$ cat src/rtl/can_tx_err_monitor.sv
module can_tx_err_monitor #(
  parameter int FIELD_W = 4
) (
  input  logic               clk,
  input  logic               rst_n,
  input  logic               sample_en,
  input  logic [FIELD_W-1:0] field,
  input  logic               tx_bit,
  input  logic               rx_bit,
  input  logic               flag_ack,
  output logic               bit_err,
  output logic               form_err,
  output logic               ack_err,
  output logic               arb_lost,
  output logic               abort_req,
  output logic               err_frame_start,
  output logic               retx_req
);
  localparam logic [FIELD_W-1:0] F_SOF       = FIELD_W'(0);
  localparam logic [FIELD_W-1:0] F_ARB       = FIELD_W'(1);
  localparam logic [FIELD_W-1:0] F_CTRL      = FIELD_W'(2);
  localparam logic [FIELD_W-1:0] F_DATA      = FIELD_W'(3);
  localparam logic [FIELD_W-1:0] F_CRC       = FIELD_W'(4);
  localparam logic [FIELD_W-1:0] F_CRC_DELIM = FIELD_W'(5);
  localparam logic [FIELD_W-1:0] F_ACK_SLOT  = FIELD_W'(6);
  localparam logic [FIELD_W-1:0] F_ACK_DELIM = FIELD_W'(7);
  localparam logic [FIELD_W-1:0] F_EOF       = FIELD_W'(8);
  localparam logic [FIELD_W-1:0] F_IFS       = FIELD_W'(9);

  logic busy, live, fixed_fld, cmp_fld;
  logic det_bit, det_form, det_ack, det_arb;

  assign busy      = bit_err | form_err | ack_err | arb_lost;
  assign live      = sample_en & ~busy & ~flag_ack;
  assign fixed_fld = (field == F_CRC_DELIM) | (field == F_ACK_DELIM) |
                     (field == F_EOF) | (field == F_IFS);
  assign cmp_fld   = (field == F_SOF) | (field == F_CTRL) |
                     (field == F_DATA) | (field == F_CRC);

  assign det_form = live & fixed_fld & ~rx_bit;
  assign det_bit  = live & cmp_fld & (rx_bit != tx_bit);
  assign det_ack  = live & (field == F_ACK_SLOT) & rx_bit;
  assign det_arb  = live & (field == F_ARB) & tx_bit & ~rx_bit;

  assign abort_req = bit_err | form_err | ack_err;

  always_ff @(posedge clk or negedge rst_n) begin
    if (!rst_n) begin
      bit_err         <= 1'b0;
      form_err        <= 1'b0;
      ack_err         <= 1'b0;
      arb_lost        <= 1'b0;
      err_frame_start <= 1'b0;
      retx_req        <= 1'b0;
    end else if (flag_ack) begin
      bit_err         <= 1'b0;
      form_err        <= 1'b0;
      ack_err         <= 1'b0;
      arb_lost        <= 1'b0;
      err_frame_start <= 1'b0;
      retx_req        <= abort_req;
    end else begin
      bit_err         <= bit_err | det_bit;
      form_err        <= form_err | det_form;
      ack_err         <= ack_err | det_ack;
      arb_lost        <= arb_lost | det_arb;
      err_frame_start <= det_bit | det_form | det_ack;
      retx_req        <= 1'b0;
    end
  end

  assert_form_crc_delim_R2: assert property (@(posedge clk) disable iff (!rst_n)
    (sample_en && !busy && !flag_ack && field == F_CRC_DELIM && !rx_bit) |=> form_err);

  assert_arb_masked_R5: assert property (@(posedge clk) disable iff (!rst_n)
    (sample_en && !busy && field == F_ARB) |=> !bit_err && !err_frame_start);

  assert_sticky_R9: assert property (@(posedge clk) disable iff (!rst_n)
    (abort_req && !flag_ack) |=> $stable({bit_err, form_err, ack_err}));

  assert_single_error_R9: assert property (@(posedge clk) disable iff (!rst_n)
    $onehot0({bit_err, form_err, ack_err, arb_lost}));

  assert_start_pulse_R8: assert property (@(posedge clk) disable iff (!rst_n)
    err_frame_start |=> !err_frame_start);

  assert_retx_after_ack_R10: assert property (@(posedge clk) disable iff (!rst_n)
    retx_req |-> !abort_req && !$past(retx_req));
endmodule

$ cat config.mk
export PLATFORM = sky130hd
export DESIGN_NAME = can_tx_err_monitor
export DESIGN_NICKNAME = d
export VERILOG_FILES = /design/src/rtl/can_tx_err_monitor.sv
export SDC_FILE = /design/constraint.sdc
export NUM_CORES = 1
export LEC_CHECK = 0
export ABC_AREA = 1
export CAP_MARGIN = 0
export CORE_AREA = 4 4 41 43
export CTS_BUF_LIST = sky130_fd_sc_hd__clkbuf_4
export DETAILED_ROUTE_END_ITERATION = 6
export DIE_AREA = 0 0 45 47
export GPL_TIMING_DRIVEN = 1
export SLEW_MARGIN = 20
export SYNTH_ARGS = -nofsm -noshare
export SYNTH_HDL_FRONTEND = slang
export SYNTH_SLANG_ARGS = --single-unit
$ cat constraint.sdc
create_clock -name clk -period 1.1 [get_ports clk]
set_clock_uncertainty 0.15 [all_clocks]
set_input_delay 0.33 -clock clk [delete_from_list [all_inputs] [get_ports clk]]
set_output_delay 0.33 -clock clk [all_outputs]
set_load 0.01 [all_outputs]
Yosys cells after proc, flatten, opt, wreduce, memory -nomap -nowiden

Index checks and enable logic that the tools add are counted.
W data, S select, Z words.

Output and inout bits: 7
Input port bits: 10
Register bits after elaboration: 6

Eq/ne operators: 10
Muxes and demuxes: 6
Bitwise gates (word level): 29
Reduce and logical (&&, ||, !) cells: 1

Operator list:

| operator             | count |
|---|---|
| $eq A4 B3 Y1 const B | 4 |
| $or A1 B1 Y1         | 15 |
| $and A1 B1 Y1        | 11 |
| $eq A4 B2 Y1 const B | 2 |
| $eq A4 B4 Y1 const B | 2 |
| $mux W1              | 6 |
| $eq A4 B1 Y1 const B | 1 |
| $logic_not A4 Y1     | 1 |
| $not A1 Y1           | 3 |
| $ne A1 B1 Y1         | 1 |

Depth between registers and ports, before layout

Word-level depth: 11
Depth in mapped cells: 6
Depth with buffers taken out: 6

Worst setup path before layout

Ideal clock, no wire load.

Path type: register -> register
From: register bit_err
To: register form_err
Required time: 873 ps
Slack: -59 ps
Cell stages (with the launch flop): 6
Setup time: 77 ps
Data arrival time: 931 ps
Cells stage by stage: dfrtp_1 > inv_2 > nand3_2 > nor2_4 > nand3_2 > a21oi_1

Longest elaborated chain between the ends: 10

RTL lines:

| element                    | RTL line | RTL |
|---|---|---|
| start: declaration         | 11       | `output logic bit_err,` |
| start signal: assignment   | 63       | `bit_err <= bit_err \| det_bit;` |
| $or A1 B1 Y1 (2 in a row)  | n/a      |  |
| net abort_req              | 15       | `output logic abort_req,` |
| $or A1 B1 Y1               | 33       | `assign busy = bit_err \| form_err \| ack_err \| arb_lost;` |
| $not A1 Y1                 | 34       | `assign live = sample_en & ~busy & ~flag_ack;` |
| $and A1 B1 Y1 (2 in a row) | 34       |  |
| $and A1 B1 Y1 (2 in a row) | 40       | `assign det_form = live & fixed_fld & ~rx_bit;` |
| $or A1 B1 Y1               | 64       | `form_err <= form_err \| det_form;` |
| $mux W1                    | 55       | `end else if (flag_ack) begin` |
| end signal: assignment     | 64       |  |
| end: declaration           | 12       | `output logic form_err,` |

The timed path passes the listed nets, and every way through them passes these cells.

Final worst setup path

From: register ack_err
To: output abort_req

Longest elaborated chain between the ends: 1

RTL lines:

| element                  | RTL line | RTL |
|---|---|---|
| start: declaration       | 13       | `output logic ack_err,` |
| start signal: assignment | 65       | `ack_err <= ack_err \| det_ack;` |
| $or A1 B1 Y1             | 45       | `assign abort_req = bit_err \| form_err \| ack_err;` |
| end: declaration         | 15       |  |

No other way between the ends.

==> impl_metrics.env <==
export IMPL_detailroute_via_count=353
export IMPL_yosysWarnings=0
export IMPL_postSynthNetCount=51
export IMPL_worstSetupEndpointType="output port"
export IMPL_fp_row_count=13
export IMPL_die_h_um=47
export IMPL_cp_startpoint="ack_err"
export IMPL_layout_cells_non_filler=85
export IMPL_worst_reg2reg_startpoint="ack_err"
export IMPL_die_area_um2=2120
export IMPL_worst_setup_hold_path_clk_slew_ns=0.04
export IMPL_finalMaxSlewViolations=0
export IMPL_clock_latency_ns=0.24
export IMPL_sequential_to_total_area_share_from_yosys_stat=0.446
export IMPL_report_final_hold_viol_count=0
export IMPL_core_box_area_um2=1300
export IMPL_layout_drive_gt1_share=0.557
export IMPL_fillerInstances=140
export IMPL_timing_critical_path_fanout_max=2
export IMPL_power_leakage_nw=0.342
export IMPL_tritoncts_clock_tree="yes"
export IMPL_postRouteAntennaNets=0
export IMPL_multi_input_comb_area_um2=188
export IMPL_antenna_cells=0
export IMPL_buffer_ports_inserted=16
export IMPL_cts_buffers_inserted=3
export IMPL_post_synth_num_cell_types=14
export IMPL_irDropWorstVdd_uv=519
export IMPL_grt_usage=0.110
export IMPL_final_setup_tns_ns=-2.07
export IMPL_wl_per_cell_um=10.3
export IMPL_timing_fmax_ghz=0.725
export IMPL_slew_limit_headroom=0.812
export IMPL_layout_min_cycle_time_ns=1.38
export IMPL_powerDensity_nw_per_um2=855
export IMPL_number_of_global_route_vias_before_repair=366
export IMPL_clkSinkCount=6
export IMPL_ctsHtreeMaxLevel=1
export IMPL_dominant_cell_type_by_area_after_synthesis="sky130_fd_sc_hd__dfrtp_1"
export IMPL_cts_path_max_buffers=2
export IMPL_share_of_the_synthesized_area_in_the_top_cell_type=0.446
export IMPL_start_util=0.259
export IMPL_io_pin_count=17
export IMPL_grt_start_max_net_pins=7
export IMPL_synth_cell_area_um2=337
export IMPL_drt_first_pass_iters=4
export IMPL_syn2layout_area_growth_pct=87.0
export IMPL_grt_setup_unrepaired="true"
export IMPL_ys_flop_type="sky130_fd_sc_hd__dfrtp_1"
export IMPL_gp_congestion=0.820
export IMPL_worstMarginPinSlew_ns=0.281
export IMPL_vias_per_cell=4.15
export IMPL_grt_antenna_before_repair=0
export IMPL_worst_setup_path_start_kind="flop"
export IMPL_drt_total_wl_um=877
export IMPL_hp_class="input pin to async pin"
export IMPL_crit_required_ns=0.62
export IMPL_post_dp_hpwl_um=726
export IMPL_grt_pass1_wl_um=1650
export IMPL_clockRootBuffer="sky130_fd_sc_hd__clkbuf_4"
export IMPL_setup_viol=12
export IMPL_post_route_period_util=1.25
export IMPL_worst_endpoint_arrival_ns=0.90
export IMPL_finish_net_count=82
export IMPL_final_critical_path_setup_slack_ns=-0.279
export IMPL_synth_edff_count=0
export IMPL_outcome="finished with violations"
export IMPL_asyncSetResetFlopFracSynth=1.00
export IMPL_placedCellCount=81
export IMPL_synthTopCellsByCount="sky130_fd_sc_hd__dfrtp_1, sky130_fd_sc_hd__nand2_1, sky130_fd_sc_hd__inv_2"
export IMPL_failing_checks="negative setup slack"
export IMPL_path_class="flop to output port"
export IMPL_drv_max_cap_violation_count=0
export IMPL_globalRouteOverflowTotal=0
export IMPL_netlist_instances=41
export IMPL_synth_top_cells_by_area="sky130_fd_sc_hd__dfrtp_1, sky130_fd_sc_hd__nand3_2, sky130_fd_sc_hd__nand2_1"
export IMPL_flip_flop_and_latch_count_after_synthesis=6
export IMPL_drtIter0Drc=7
export IMPL_sequential_cell_area_um2=150
export IMPL_totalPowerFinal_mw=0.538
export IMPL_dieWidth_um=45
export IMPL_mean_post_synth_cell_area_um2=8.21
export IMPL_post_route_drc_count=0
[worst paths after layout]
kind	end	cells after the start	slack [ns]
worst max register to register	form_err	6	-0.19
worst max-delay path	abort_req	3	-0.28
min in group clk	form_err	4	0.33
max in group asynchronous	form_err	1	0.40
worst min-delay path	retx_req	1	0.18
worst min register to register	bit_err	3	0.50
[sequential cells by signal (all words and copies together) (netlist names)]
| signal | cells |
|---|---|
| ack_err | 1 |
| arb_lost | 1 |
| bit_err | 1 |
| err_frame_start | 1 |
| form_err | 1 |
| retx_req | 1 |
[cells in the final DEF, fill, tap and decap left out, drive strengths merged]
master and count:
nand2 6, nand4 1, buf 17, nor2 5, dlygate4sd2 5, dlymetal6s2s 1
clkinv 1, clkbuf 3, inv 8, a31oi 1, clkdlybuf4s50 3, dfrtp 6
nand3 7, a21oi 4, xor2 1, nand3b 1
[cell families (layout without fill, tap and decap cells)]
kind of cell           Yosys count  after routing  synth area share
AND/OR/NAND/NOR                 20             20             0.349
XOR/XNOR                         1              1            0.0260
flip-flops                       6              6             0.446
AO/OA/AOI/OAI                    5              5            0.0781
buffers and inverters            9             38             0.100
[layout make-up]
class / count / area share
well taps: 15 / 0.0298
clock buffers: 3 / 0.0358
flip-flops and latches: 6 / 0.239
repair buffers: 26 / 0.342
inverters: 9 / 0.0557
multi-input cells: 26 / 0.298
[power breakdown]
part | internal, mW | total (mW) | leakage [nW] | switching, mW
logic | 0.0586 | 0.115 | 0.245 | 0.0565
registers | 0.227 | 0.229 | 0.0832 | 0.00193
clock network | 0.123 | 0.194 | 0.0138 | 0.0716
[repair_timing]
action / CTS / global route
hold buffers: 0 / 0
resized for setup: 40 / 6
pin swaps: 2 / 2
setup buffers: 0 / 1
setup endpoints to repair: 12 / 12
[worst max-delay path, cell delays in order (launching register included)]
cell and delay [ns]:
sky130_fd_sc_hd__dfrtp_1 0.38, sky130_fd_sc_hd__inv_2 0.08, sky130_fd_sc_hd__nand3_4 0.08, sky130_fd_sc_hd__buf_6 0.12
[stage by stage]
stage	utilization	cell area (um2)	worst slack [ns]	hold slack, ns
after global placement	0.454	591	-0.476	0.439
final	0.484	629	-0.279	0.185
after global routing	0.484	629	-0.320	0.190
after CTS	0.474	617	-0.294	0.184
after detailed placement	0.454	591	-0.481	0.446
after floorplan	-	344	-0.0535	-0.116
[layer usage]
layer / track usage / part of all wire / up-vias
met2: 0.153 / 0.43 / 15
met5: 0 / 0 / -
met1: 0.144 / 0.44 / 149
met4: 0.0175 / 0 / 0
li1: - / - / 189
met3: 0.0728 / 0.13 / 0
Note: power is estimated with default switching activity, not from simulation.
